--- config.mk ---
export PLATFORM = sky130hd
export DESIGN_NAME = rtc_calendar
export DESIGN_NICKNAME = d
export VERILOG_FILES = /design/src/rtl/rtc_pkg.sv /design/src/rtl/rtc_datapath.sv /design/src/rtl/rtc_control.sv /design/src/rtl/rtc_calendar.sv
export SDC_FILE = /design/constraint.sdc
export NUM_CORES = 1
export LEC_CHECK = 0
export ABC_CLOCK_PERIOD_IN_PS = 7100
export BUFFER_PORTS_ARGS = -buffer_cell sky130_fd_sc_hd__buf_2
export CORE_MARGIN = 4
export CORE_UTILIZATION = 56
export CTS_BUF_LIST = sky130_fd_sc_hd__clkbuf_8
export DETAILED_ROUTE_END_ITERATION = 7
export PLACE_DENSITY = 0.81
export REMOVE_ABC_BUFFERS = 1
export SYNTH_ARGS = -nofsm -noshare
export SYNTH_HDL_FRONTEND = slang
export SYNTH_SLANG_ARGS = --single-unit
--- constraint.sdc ---
create_clock -name clk -period 7.1 [get_ports clk]
set_input_delay 0.71 -clock clk [delete_from_list [all_inputs] [get_ports clk]]
set_output_delay 0.71 -clock clk [all_outputs]
set_load 0.005 [all_outputs]
--- src/rtl/rtc_pkg.sv ---
`timescale 1ns/1ps
package rtc_pkg;
  localparam int FIELDS = 6;
  localparam int BYTE_W = 8;

  typedef logic [FIELDS-1:0][BYTE_W-1:0] calVec_t;

  typedef struct packed {
    logic              adv;
    logic [FIELDS-1:0] wrTime;
    logic [FIELDS-1:0] wrAlarm;
    logic [BYTE_W-1:0] data;
  } dpStrobe_t;

  function automatic logic [7:0] bcdToBin(input logic [7:0] v);
    return 8'(v[7:4]) * 8'd10 + 8'(v[3:0]);
  endfunction

  function automatic logic [7:0] bcdInc(input logic [7:0] v);
    if (v[3:0] >= 4'd9) return {v[7:4] + 4'd1, 4'd0};
    else                return {v[7:4], v[3:0] + 4'd1};
  endfunction

  function automatic logic [7:0] daysInMonth(input logic [7:0] monBin,
                                              input logic [7:0] yrBin);
    case (monBin)
      8'd2:                      return (yrBin[1:0] == 2'b00) ? 8'd29 : 8'd28;
      8'd4, 8'd6, 8'd9, 8'd11:   return 8'd30;
      default:                   return 8'd31;
    endcase
  endfunction
endpackage

--- src/rtl/rtc_datapath.sv ---
`timescale 1ns/1ps
module rtc_datapath
  import rtc_pkg::*;
(
  input  logic      clk,
  input  logic      rstN,
  input  dpStrobe_t strb,
  output calVec_t   timeQ,
  output calVec_t   alarmQ,
  output logic [2:0] carryEv,
  output logic      alarmHit
);
  // field order: 0 sec, 1 min, 2 hour, 3 day, 4 month, 5 year
  localparam calVec_t BASE = {8'h00, 8'h01, 8'h01, 8'h00, 8'h00, 8'h00};

  calVec_t            binV;
  calVec_t            fieldLim;
  calVec_t            nextV;
  logic [FIELDS:0]    carry;
  logic [FIELDS-1:0]  wrapF;

  always_comb begin
    for (int i = 0; i < FIELDS; i++) binV[i] = bcdToBin(timeQ[i]);
    fieldLim[0] = 8'd59;
    fieldLim[1] = 8'd59;
    fieldLim[2] = 8'd23;
    fieldLim[3] = daysInMonth(binV[4], binV[5]);
    fieldLim[4] = 8'd12;
    fieldLim[5] = 8'd99;
    carry[0] = 1'b1;
    for (int i = 0; i < FIELDS; i++) begin
      wrapF[i]     = carry[i] && (binV[i] >= fieldLim[i]);
      carry[i+1]   = wrapF[i];
      if (!carry[i])     nextV[i] = timeQ[i];
      else if (wrapF[i]) nextV[i] = BASE[i];
      else               nextV[i] = bcdInc(timeQ[i]);
    end
  end

  assign carryEv  = carry[3:1];
  assign alarmHit = (nextV == alarmQ);

  always_ff @(posedge clk or negedge rstN) begin
    if (!rstN) begin
      timeQ  <= BASE;
      alarmQ <= '0;
    end else begin
      for (int i = 0; i < FIELDS; i++) begin
        if (strb.wrTime[i])  timeQ[i] <= strb.data;
        else if (strb.adv)   timeQ[i] <= nextV[i];
        if (strb.wrAlarm[i]) alarmQ[i] <= strb.data;
      end
    end
  end

  // calendar moves only on an update or a host write
  p_hold_time_r5: assert property (@(posedge clk) disable iff (!rstN)
    (!strb.adv && strb.wrTime == '0) |=> $stable(timeQ));

  // seconds wrap from 59 to 00
  p_sec_wrap_r3: assert property (@(posedge clk) disable iff (!rstN)
    (strb.adv && !strb.wrTime[0] && timeQ[0] == 8'h59) |=> timeQ[0] == 8'h00);
endmodule

--- src/rtl/rtc_control.sv ---
`timescale 1ns/1ps
module rtc_control
  import rtc_pkg::*;
#(
  parameter int TICKS_PER_SEC = 32768,
  parameter int ADDR_W        = 7
)(
  input  logic              clk,
  input  logic              rstN,
  input  logic              tickEn,
  input  logic              wrEn,
  input  logic [ADDR_W-1:0] addr,
  input  logic [BYTE_W-1:0] wrData,
  input  calVec_t           timeQ,
  input  calVec_t           alarmQ,
  input  logic [2:0]        carryEv,
  input  logic              alarmHit,
  output dpStrobe_t         strb,
  output logic [BYTE_W-1:0] rdData,
  output logic              timerIrq,
  output logic              alarmIrq
);
  localparam int PRE_W = (TICKS_PER_SEC > 2) ? $clog2(TICKS_PER_SEC) : 1;
  localparam logic [PRE_W-1:0] LAST_CNT = PRE_W'(TICKS_PER_SEC - 1);
  localparam logic [ADDR_W-1:0] CTRL_ADR = ADDR_W'('h40);
  localparam logic [ADDR_W-1:0] STAT_ADR = ADDR_W'('h44);
  localparam logic [ADDR_W-1:0] IEN_ADR  = ADDR_W'('h48);

  logic [PRE_W-1:0] prescQ;
  logic             runQ, pwrQ, almQ, ienAlmQ, ienTmrQ, timerQ;
  logic [3:0]       evQ;
  logic             busy, adv, stWr;
  logic [2:0]       fieldSel;
  logic             aligned, timeSpace, alarmSpace;
  logic [FIELDS-1:0] wrT, wrA;

  assign busy       = runQ && (prescQ == LAST_CNT);
  assign adv        = busy && tickEn;
  assign fieldSel   = addr[4:2];
  assign aligned    = (addr[1:0] == 2'b00);
  assign timeSpace  = (addr[ADDR_W-1:5] == '0);
  assign alarmSpace = (addr[ADDR_W-1:5] == (ADDR_W-5)'(1));
  assign stWr       = wrEn && (addr == STAT_ADR);

  for (genvar i = 0; i < FIELDS; i++) begin : g_dec
    assign wrT[i] = wrEn && aligned && timeSpace  && (fieldSel == 3'(i));
    assign wrA[i] = wrEn && aligned && alarmSpace && (fieldSel == 3'(i));
  end

  assign strb.adv     = adv;
  assign strb.wrTime  = wrT;
  assign strb.wrAlarm = wrA;
  assign strb.data    = wrData;

  always_ff @(posedge clk or negedge rstN) begin
    if (!rstN) begin
      prescQ  <= '0;
      runQ    <= 1'b0;
      pwrQ    <= 1'b1;
      almQ    <= 1'b0;
      evQ     <= '0;
      ienAlmQ <= 1'b0;
      ienTmrQ <= 1'b0;
      timerQ  <= 1'b0;
    end else begin
      if (runQ && tickEn) prescQ <= (prescQ == LAST_CNT) ? '0 : prescQ + PRE_W'(1);
      if (adv) evQ <= {carryEv, 1'b1};
      if (adv && alarmHit)          almQ <= 1'b1;
      else if (stWr && wrData[6])   almQ <= 1'b0;
      if (stWr && wrData[7])        pwrQ <= 1'b0;
      if (wrEn && addr == CTRL_ADR) runQ <= wrData[0];
      if (wrEn && addr == IEN_ADR) begin
        ienAlmQ <= wrData[3];
        ienTmrQ <= wrData[2];
      end
      timerQ <= adv && ienTmrQ;
    end
  end

  assign timerIrq = timerQ;
  assign alarmIrq = ienAlmQ && almQ;

  always_comb begin
    rdData = '0;
    if (aligned && (timeSpace || alarmSpace)) begin
      for (int k = 0; k < FIELDS; k++)
        if (fieldSel == 3'(k)) rdData = timeSpace ? timeQ[k] : alarmQ[k];
    end
    case (addr)
      CTRL_ADR: rdData = {7'b0, runQ};
      STAT_ADR: rdData = {pwrQ, almQ, evQ, runQ, busy};
      IEN_ADR:  rdData = {4'b0, ienAlmQ, ienTmrQ, 2'b0};
      default:  ;
    endcase
  end

  // prescaler frozen while stopped
  p_freeze_r2: assert property (@(posedge clk) disable iff (!rstN)
    !runQ |=> $stable(prescQ));

  // a zero in bit 7 of a status write keeps power-up
  p_pwr_keep_r7: assert property (@(posedge clk) disable iff (!rstN)
    (stWr && !wrData[7]) |=> pwrQ == $past(pwrQ));

  // the alarm flag rises only with time equal to alarm
  p_alarm_eq_r8: assert property (@(posedge clk) disable iff (!rstN)
    ($rose(almQ) && $past(wrT) == '0 && $past(wrA) == '0) |-> timeQ == alarmQ);

  // timer interrupt lasts one cycle
  p_timer_pulse_r9: assert property (@(posedge clk) disable iff (!rstN)
    timerIrq |=> !timerIrq);

  initial p_ticks_min_r2: assert (TICKS_PER_SEC >= 2);
endmodule

--- src/rtl/rtc_calendar.sv ---
`timescale 1ns/1ps
module rtc_calendar
  import rtc_pkg::*;
#(
  parameter int TICKS_PER_SEC = 32768,
  parameter int ADDR_W        = 7
)(
  input  logic              clk,
  input  logic              rstN,
  input  logic              tickEn,
  input  logic              wrEn,
  input  logic [ADDR_W-1:0] addr,
  input  logic [7:0]        wrData,
  output logic [7:0]        rdData,
  output logic              timerIrq,
  output logic              alarmIrq
);
  dpStrobe_t  strb;
  calVec_t    timeQ, alarmQ;
  logic [2:0] carryEv;
  logic       alarmHit;

  rtc_control #(.TICKS_PER_SEC(TICKS_PER_SEC), .ADDR_W(ADDR_W)) u_ctrl (
    .clk(clk), .rstN(rstN), .tickEn(tickEn), .wrEn(wrEn), .addr(addr),
    .wrData(wrData), .timeQ(timeQ), .alarmQ(alarmQ), .carryEv(carryEv),
    .alarmHit(alarmHit), .strb(strb), .rdData(rdData),
    .timerIrq(timerIrq), .alarmIrq(alarmIrq)
  );

  rtc_datapath u_dp (
    .clk(clk), .rstN(rstN), .strb(strb), .timeQ(timeQ), .alarmQ(alarmQ),
    .carryEv(carryEv), .alarmHit(alarmHit)
  );
endmodule

==> flow_metrics.tcl, run 1 <==
set metrics [dict create \
    fin_nets 1413 \
    gp_congestion 0.9983 \
    status "finished clean" \
    std_cell_rows 50 \
    ctsHtreeMaxLevel 4 \
    first_iter_violations 1405 \
    grtUsageTotal_pct 32.06 \
    multi_input_area_mm2 0.007382 \
    syn-instance-count 1313 \
    diodes 0 \
    hold_viol_final 0 \
    rsz0062_at_grt "false" \
    overflow 0 \
    critical-path-top-delay-family "simple AND/OR/NAND/NOR gates" \
    netlist_area_mm2 0.01080 \
    cpMostUsedCell "ha_1" \
    ys_seq_elements 121 \
    cap_violations 0 \
    io_pins 29 \
    grt_pass1_wl_um 54920 \
    hold_path.class "primary input to async pin" \
    regToRegStartpoint "u_dp.timeQ[39]" \
    via_per_inst 6.842 \
    dr.pass1.iters 6 \
    wl_met2_um 14850 \
    clockBufferDepth 2 \
    slew_viol_final 0 \
    ant_nets 0 \
    tightest_slew_ns 1.223 \
    seq_area_mm2 0.003032 \
    place_inst 1554 \
    antenna_found_initial 0 \
    end_kind "flop" \
    whs_ns 0.1954 \
    path_buf_inv 1 \
    cts_tree "yes" \
    top_layer "met4" \
    yosysWarnings 0 \
    clkLatencyLatePin_ns 0.48 \
    finalSetupViolCount 0 \
    synthToLayoutAreaGrowth_pct 6.744 \
    synthArstFlopShare_pct 100.0 \
    port_buffers 28 \
    finalCriticalPeriod_ns 5.850 \
    initial_utilization_pct 57.34 \
    worstPathRequired_ns 7.49 \
    peakVddDrop_mv 0.1458 \
    met3WireLength_um 4424 \
    die_w_um 146.9 \
    die_y_um 146.9 \
    p_leak_uw 0.005094 \
    grt_max_degree 53 \
    fin_cells 1586 \
    num_vias 10850 \
    core_area_mm2 0.01883 \
    cts.reportedPaths.clkPinSlew_ns 0.10 \
    drcViolationCount 0 \
    timing.rr.end "u_ctrl.almQ" \
    crit_path_top_delay_cell "or4b_1" \
    clock.fmax_mhz 171.0 \
    fin_worst_skew_ns 0.03034 \
    slew_headroom_pct 17.86 \
    num-fill-cells 1674 \
    power.total_uw 2434 \
    hpwlAfterDp_um 25240 \
    synth.distinct_cells 93 \
    critPathMaxStageDelay_ns 0.75 \
    cts_inserted_buffers 17 \
    setup-tns-final_ns 0 \
    drive_gt1_share_pct 11.16 \
    wl_per_cell_um 22.17 \
    rrSetupSlack_ns 1.25 \
    cp_cell_sequence "ha_1 > ha_1 > fa_1 > inv_1 > or4_1 > a21oi_1 > o21a_1 > o21ai_0 > ha_1 > nand2b_1 > a21o_1 > a221o_1 > a22o_1 > nand4_2 > or4b_1 > and3_1 > nor4_1 > nand4_1 > o31ai_1" \
    crit_path_start_kind "flop" \
    cp_max_fo 28 \
    grt_pass1_vias 10010 \
    cts.sinks 121 \
    worstSetupPathType "flop to flop" \
    synth-edff-count 0 \
    cp_data_arrival_time_ns 6.24 \
    powerDensity_mw_per_mm2 211.2 \
    wirelength_um 35160 \
    final_util_pct 61.21 \
    postCtsResizedCells 0 \
    die_area_mm2 0.02157 \
    ys.flop_type "dfrtp_1" \
    seq_area_frac_synth_pct 28.08 \
    wl_met1_um 14020 \
    syn_area_per_cell_um2 8.224 \
    cts-root-buf "clkbuf_8" \
    cts_setup_buffers 0 \
    cts_hold_buf 0 \
    rr_worst_depth 19 \
    fin_crit_sh_pct 82.39 \
]
-- registers in the layout (all words and copies together) (netlist names) --
| signal | cells |
|---|---|
| u_ctrl.timerIrq | 1 |
| u_ctrl.almQ | 1 |
| u_ctrl.ienTmrQ | 1 |
| u_dp.alarmQ | 48 |
| u_ctrl.ienAlmQ | 1 |
| u_dp.timeQ | 48 |
| u_ctrl.runQ | 1 |
| u_ctrl.pwrQ | 1 |
| u_ctrl.prescQ | 15 |
| u_ctrl.evQ | 4 |
-- through the flow --
step | area (um^2) | worst slack, ns
floorplan | 10550 | 1.814
global placement | 11130 | 1.494
detailed placement | 11130 | 1.357
CTS | 11530 | 1.293
global route | 11530 | 0.8798
finish | 11530 | 1.251
-- routing by layer --
metal  global-route usage, %  up-vias
li1                        -     4878
met1                   43.60     5097
met2                   46.69      725
met3                   9.655      152
met4                   15.43        0
met5                       0        -
-- cells in the final DEF, fill, tap and decap left out, drive strengths merged, types with 42 or more instances in the layout --
master,count
ha,69
a21oi,88
nand3,53
nand2,171
o21ai,78
mux2,48
dfrtp,118
nor2,127
buf,42
a31oi,43
inv,44
-- synth_stat cells (all sizes together) (7+ instances only) --
cell type,number,area (um^2)
a2111oi,10,87.58
a211oi,9,67.56
a21o,16,120.1
a21oi,88,444.2
a22oi,7,52.55
a31oi,43,284.0
and2,10,62.56
and3,18,117.6
buf,15,80.07
clkbuf,46,172.7
dfrtp,118,2953
fa,12,240.2
ha,69,863.3
inv,37,138.9
mux2,48,540.5
mux2i,27,270.3
nand2,171,641.9
nand2b,11,68.82
nand3,53,282.8
nand4,28,181.4
nor2,127,484.2
nor2b,12,75.07
nor3,25,136.4
nor4,15,115.1
o211ai,15,112.6
o21a,8,60.06
o21ai,78,394.1
o22ai,16,100.1
o31ai,8,60.06
or3,16,100.1
or4,8,67.56
xnor2,24,210.2
xor2,28,252.8
-- area by class of cell --
cell class                      count  share of cell area, %
Clock buffer                       17                  2.030
Tap cell                          260                  2.822
Inverter                           37                  1.205
Sequential cell                   121                  26.30
Clock inverter                     15                  1.444
Timing Repair Buffer               42                  2.149
Multi-Input combinational cell   1094                  64.05
-- worst max-delay path by stage --
stage,cells after the start,endpoint,slack [ns],start
after detailed placement,19,u_ctrl.almQ,1.36,u_dp.timeQ[39]
after floorplan,19,u_ctrl.almQ,1.81,u_dp.timeQ[37]
after global routing,19,u_ctrl.almQ,0.88,u_dp.timeQ[39]
final,19,u_ctrl.almQ,1.25,u_dp.timeQ[39]
after CTS,19,u_ctrl.almQ,1.29,u_dp.timeQ[39]
after global placement,19,u_ctrl.almQ,1.49,u_dp.timeQ[39]
-- report_power, final --
| part | switching (uW) | internal, uW | total [uW] |
|---|---|---|---|
| Combinational | 558 | 325 | 883 |
| Clock | 337 | 319 | 655 |
| Sequential | 141 | 755 | 896 |
| Total | 1040 | 1400 | 2430 |
-- kinds of logic (layout without fill, tap and decap cells) --
group,after synthesis,count (layout),synth area share (%)
AO/OA/AOI/OAI,365,365,22.18
XOR/XNOR,54,54,4.716
adder cells (fa/ha/maj),81,81,10.22
buffers and inverters,98,111,3.627
flip-flops,121,121,28.08
multiplexers,75,75,7.509
AND/OR/NAND/NOR,519,519,23.67
(Power assumes the default switching activity.)
==> inputs of run 2 (changes only) <==
--- a/config.mk
+++ b/config.mk
@@ -5,7 +5,7 @@
 export SDC_FILE = /design/constraint.sdc
 export NUM_CORES = 1
 export LEC_CHECK = 0
-export ABC_CLOCK_PERIOD_IN_PS = 7100
+export ABC_CLOCK_PERIOD_IN_PS = 5600
 export BUFFER_PORTS_ARGS = -buffer_cell sky130_fd_sc_hd__buf_2
 export CORE_MARGIN = 4
 export CORE_UTILIZATION = 56
==> constraint.sdc (replaced) <==
create_clock -name clk -period 5.6 [get_ports clk]
set_input_delay 0.56 -clock clk [delete_from_list [all_inputs] [get_ports clk]]
set_output_delay 0.56 -clock clk [all_outputs]
set_load 0.005 [all_outputs]
==> flow_metrics.tcl, run 2 (synthesis results as in run 1) <==
set metrics [dict create \
    mostFrequentLayoutCells "nand2_1 (171), nor2_1 (125), dfrtp_1 (118)" \
    finalSetupViolCount 0 \
    num-fill-cells 1664 \
    cts_tree "yes" \
    worstPathRequired_ns 5.98 \
    path_buf_inv 1 \
    clockBufferDepth 2 \
    grtUsageTotal_pct 33.03 \
    reg_top3 "u_dp.alarmQ (48), u_dp.timeQ (48), u_ctrl.prescQ (15)" \
    ant_nets 0 \
    cp_max_fo 6 \
    synthToLayoutAreaGrowth_pct 8.170 \
    finalCriticalPeriod_ns 5.334 \
    crit_path_top_delay_cell "or4b_1" \
    fin_worst_skew_ns 0.01592 \
    slew_viol_final 0 \
    drive_gt1_share_pct 12.51 \
    p_leak_uw 0.005193 \
    rsz0062_at_grt "false" \
    cts.reportedPaths.clkPinSlew_ns 0.08 \
    hold_viol_final 0 \
    end_kind "flop" \
    tightest_slew_ns 1.210 \
    rrSetupSlack_ns 0.27 \
    diodes 0 \
    regToRegStartpoint "u_dp.timeQ[37]" \
    drcViolationCount 0 \
    clkLatencyLatePin_ns 0.47 \
    critPathMaxStageDelay_ns 0.61 \
    cpMostUsedCell "ha_1" \
    overflow 0 \
    ctsHtreeMaxLevel 4 \
    powerDensity_mw_per_mm2 266.8 \
    dr.pass1.iters 8 \
    port_buffers 28 \
    setup-tns-final_ns 0 \
    worstSetupPathType "flop to flop" \
    io_pins 29 \
    first_iter_violations 1388 \
    grt_max_degree 80 \
    cp_data_arrival_time_ns 5.71 \
    antenna_found_initial 0 \
    cap_violations 0 \
    num_vias 10870 \
    via_per_inst 6.784 \
    fin_crit_sh_pct 95.24 \
    grt_pass1_vias 10260 \
    critical-path-top-delay-family "simple AND/OR/NAND/NOR gates" \
    die_w_um 146.9 \
    gp_congestion 1.011 \
    fin_nets 1431 \
    hold_path.class "primary input to async pin" \
    die_area_mm2 0.02157 \
    clock.fmax_mhz 187.5 \
    std_cell_rows 50 \
    grt_pass1_wl_um 56550 \
    crit_path_start_kind "flop" \
    wirelength_um 35720 \
    core_area_mm2 0.01883 \
    slew_headroom_pct 18.74 \
    final_common_cell "nand2_1" \
    peakVddDrop_mv 0.2007 \
    cp_cell_sequence "ha_1 > ha_1 > fa_1 > inv_1 > or4_1 > a21oi_2 > o21a_1 > o21ai_0 > ha_1 > nand2b_1 > a21o_1 > a221o_1 > a22o_2 > nand4_2 > or4b_1 > and3_1 > nor4_1 > nand4_1 > o31ai_1" \
    timing.rr.end "u_ctrl.almQ" \
    cts-root-buf "clkbuf_8" \
    cts.sinks 121 \
    status "finished clean" \
    cts_inserted_buffers 17 \
    hpwlAfterDp_um 26110 \
    rr_worst_depth 19 \
    die_y_um 146.9 \
    wl_per_cell_um 22.28 \
    initial_utilization_pct 57.34 \
    power.total_uw 3116 \
]
run 2: stage by stage:
step / instances / hold slack [ns] / cell area, um^2 / utilization (%) / setup slack [ns]
6_report: 1603 / 0.2425 / 11680 / 62.03 / 0.2665
5_1_grt: 1603 / 0.3201 / 11680 / 62.03 / 0.01344
4_1_cts: 1594 / 0.2946 / 11590 / 61.55 / 0.1308
3_5_place_dp: 1563 / 0.4419 / 11190 / 59.44 / 0.1404
3_3_place_gp: 1563 / 0.4287 / 11190 / 59.44 / 0.2575
2_1_floorplan: 1252 / 0.2644 / 10550 / - / 0.3139
run 2: power by group:
group	internal, uW	switching, uW	total (uW)
logic	429	730	1160
registers	958	171	1130
clock network	405	424	828
total	1790	1320	3120
run 2: repair_timing:
item / CTS / global route
setup buffers: 0 / 8
hold buffers: 0 / 0
setup endpoints to repair: 0 / 1
resized for setup: 0 / 5
run 2: layout make-up:
class	count	area (um^2)	share of cell area, %
Sequential cell	121	3032	25.96
Multi-Input combinational cell	1095	7411	63.45
Clock inverter	14	163.9	1.403
Timing Repair Buffer	59	375.4	3.214
Inverter	37	138.9	1.189
Tap cell	260	325.3	2.785
Clock buffer	17	234.0	2.003
run 2: how the worst max path moves through the flow:
stage / startpoint / end / cells past startpoint
after floorplan: u_dp.timeQ[37] / u_ctrl.almQ / 19
after global placement: u_dp.timeQ[37] / u_ctrl.almQ / 19
after detailed placement: u_dp.timeQ[37] / u_ctrl.almQ / 19
after CTS: u_dp.timeQ[37] / u_ctrl.almQ / 19
after global routing: u_dp.timeQ[37] / u_ctrl.almQ / 20
final: u_dp.timeQ[37] / u_ctrl.almQ / 19
run 2: routing by layer:
layer | global-route usage [%] | share of wire (%) | vias to the layer above
met3 | 10.09 | 12 | 138
li1 | - | - | 4917
met2 | 49.44 | 43 | 668
met4 | 13.83 | 4.7 | 0
met1 | 44.56 | 40 | 5151
met5 | 0 | 0 | -
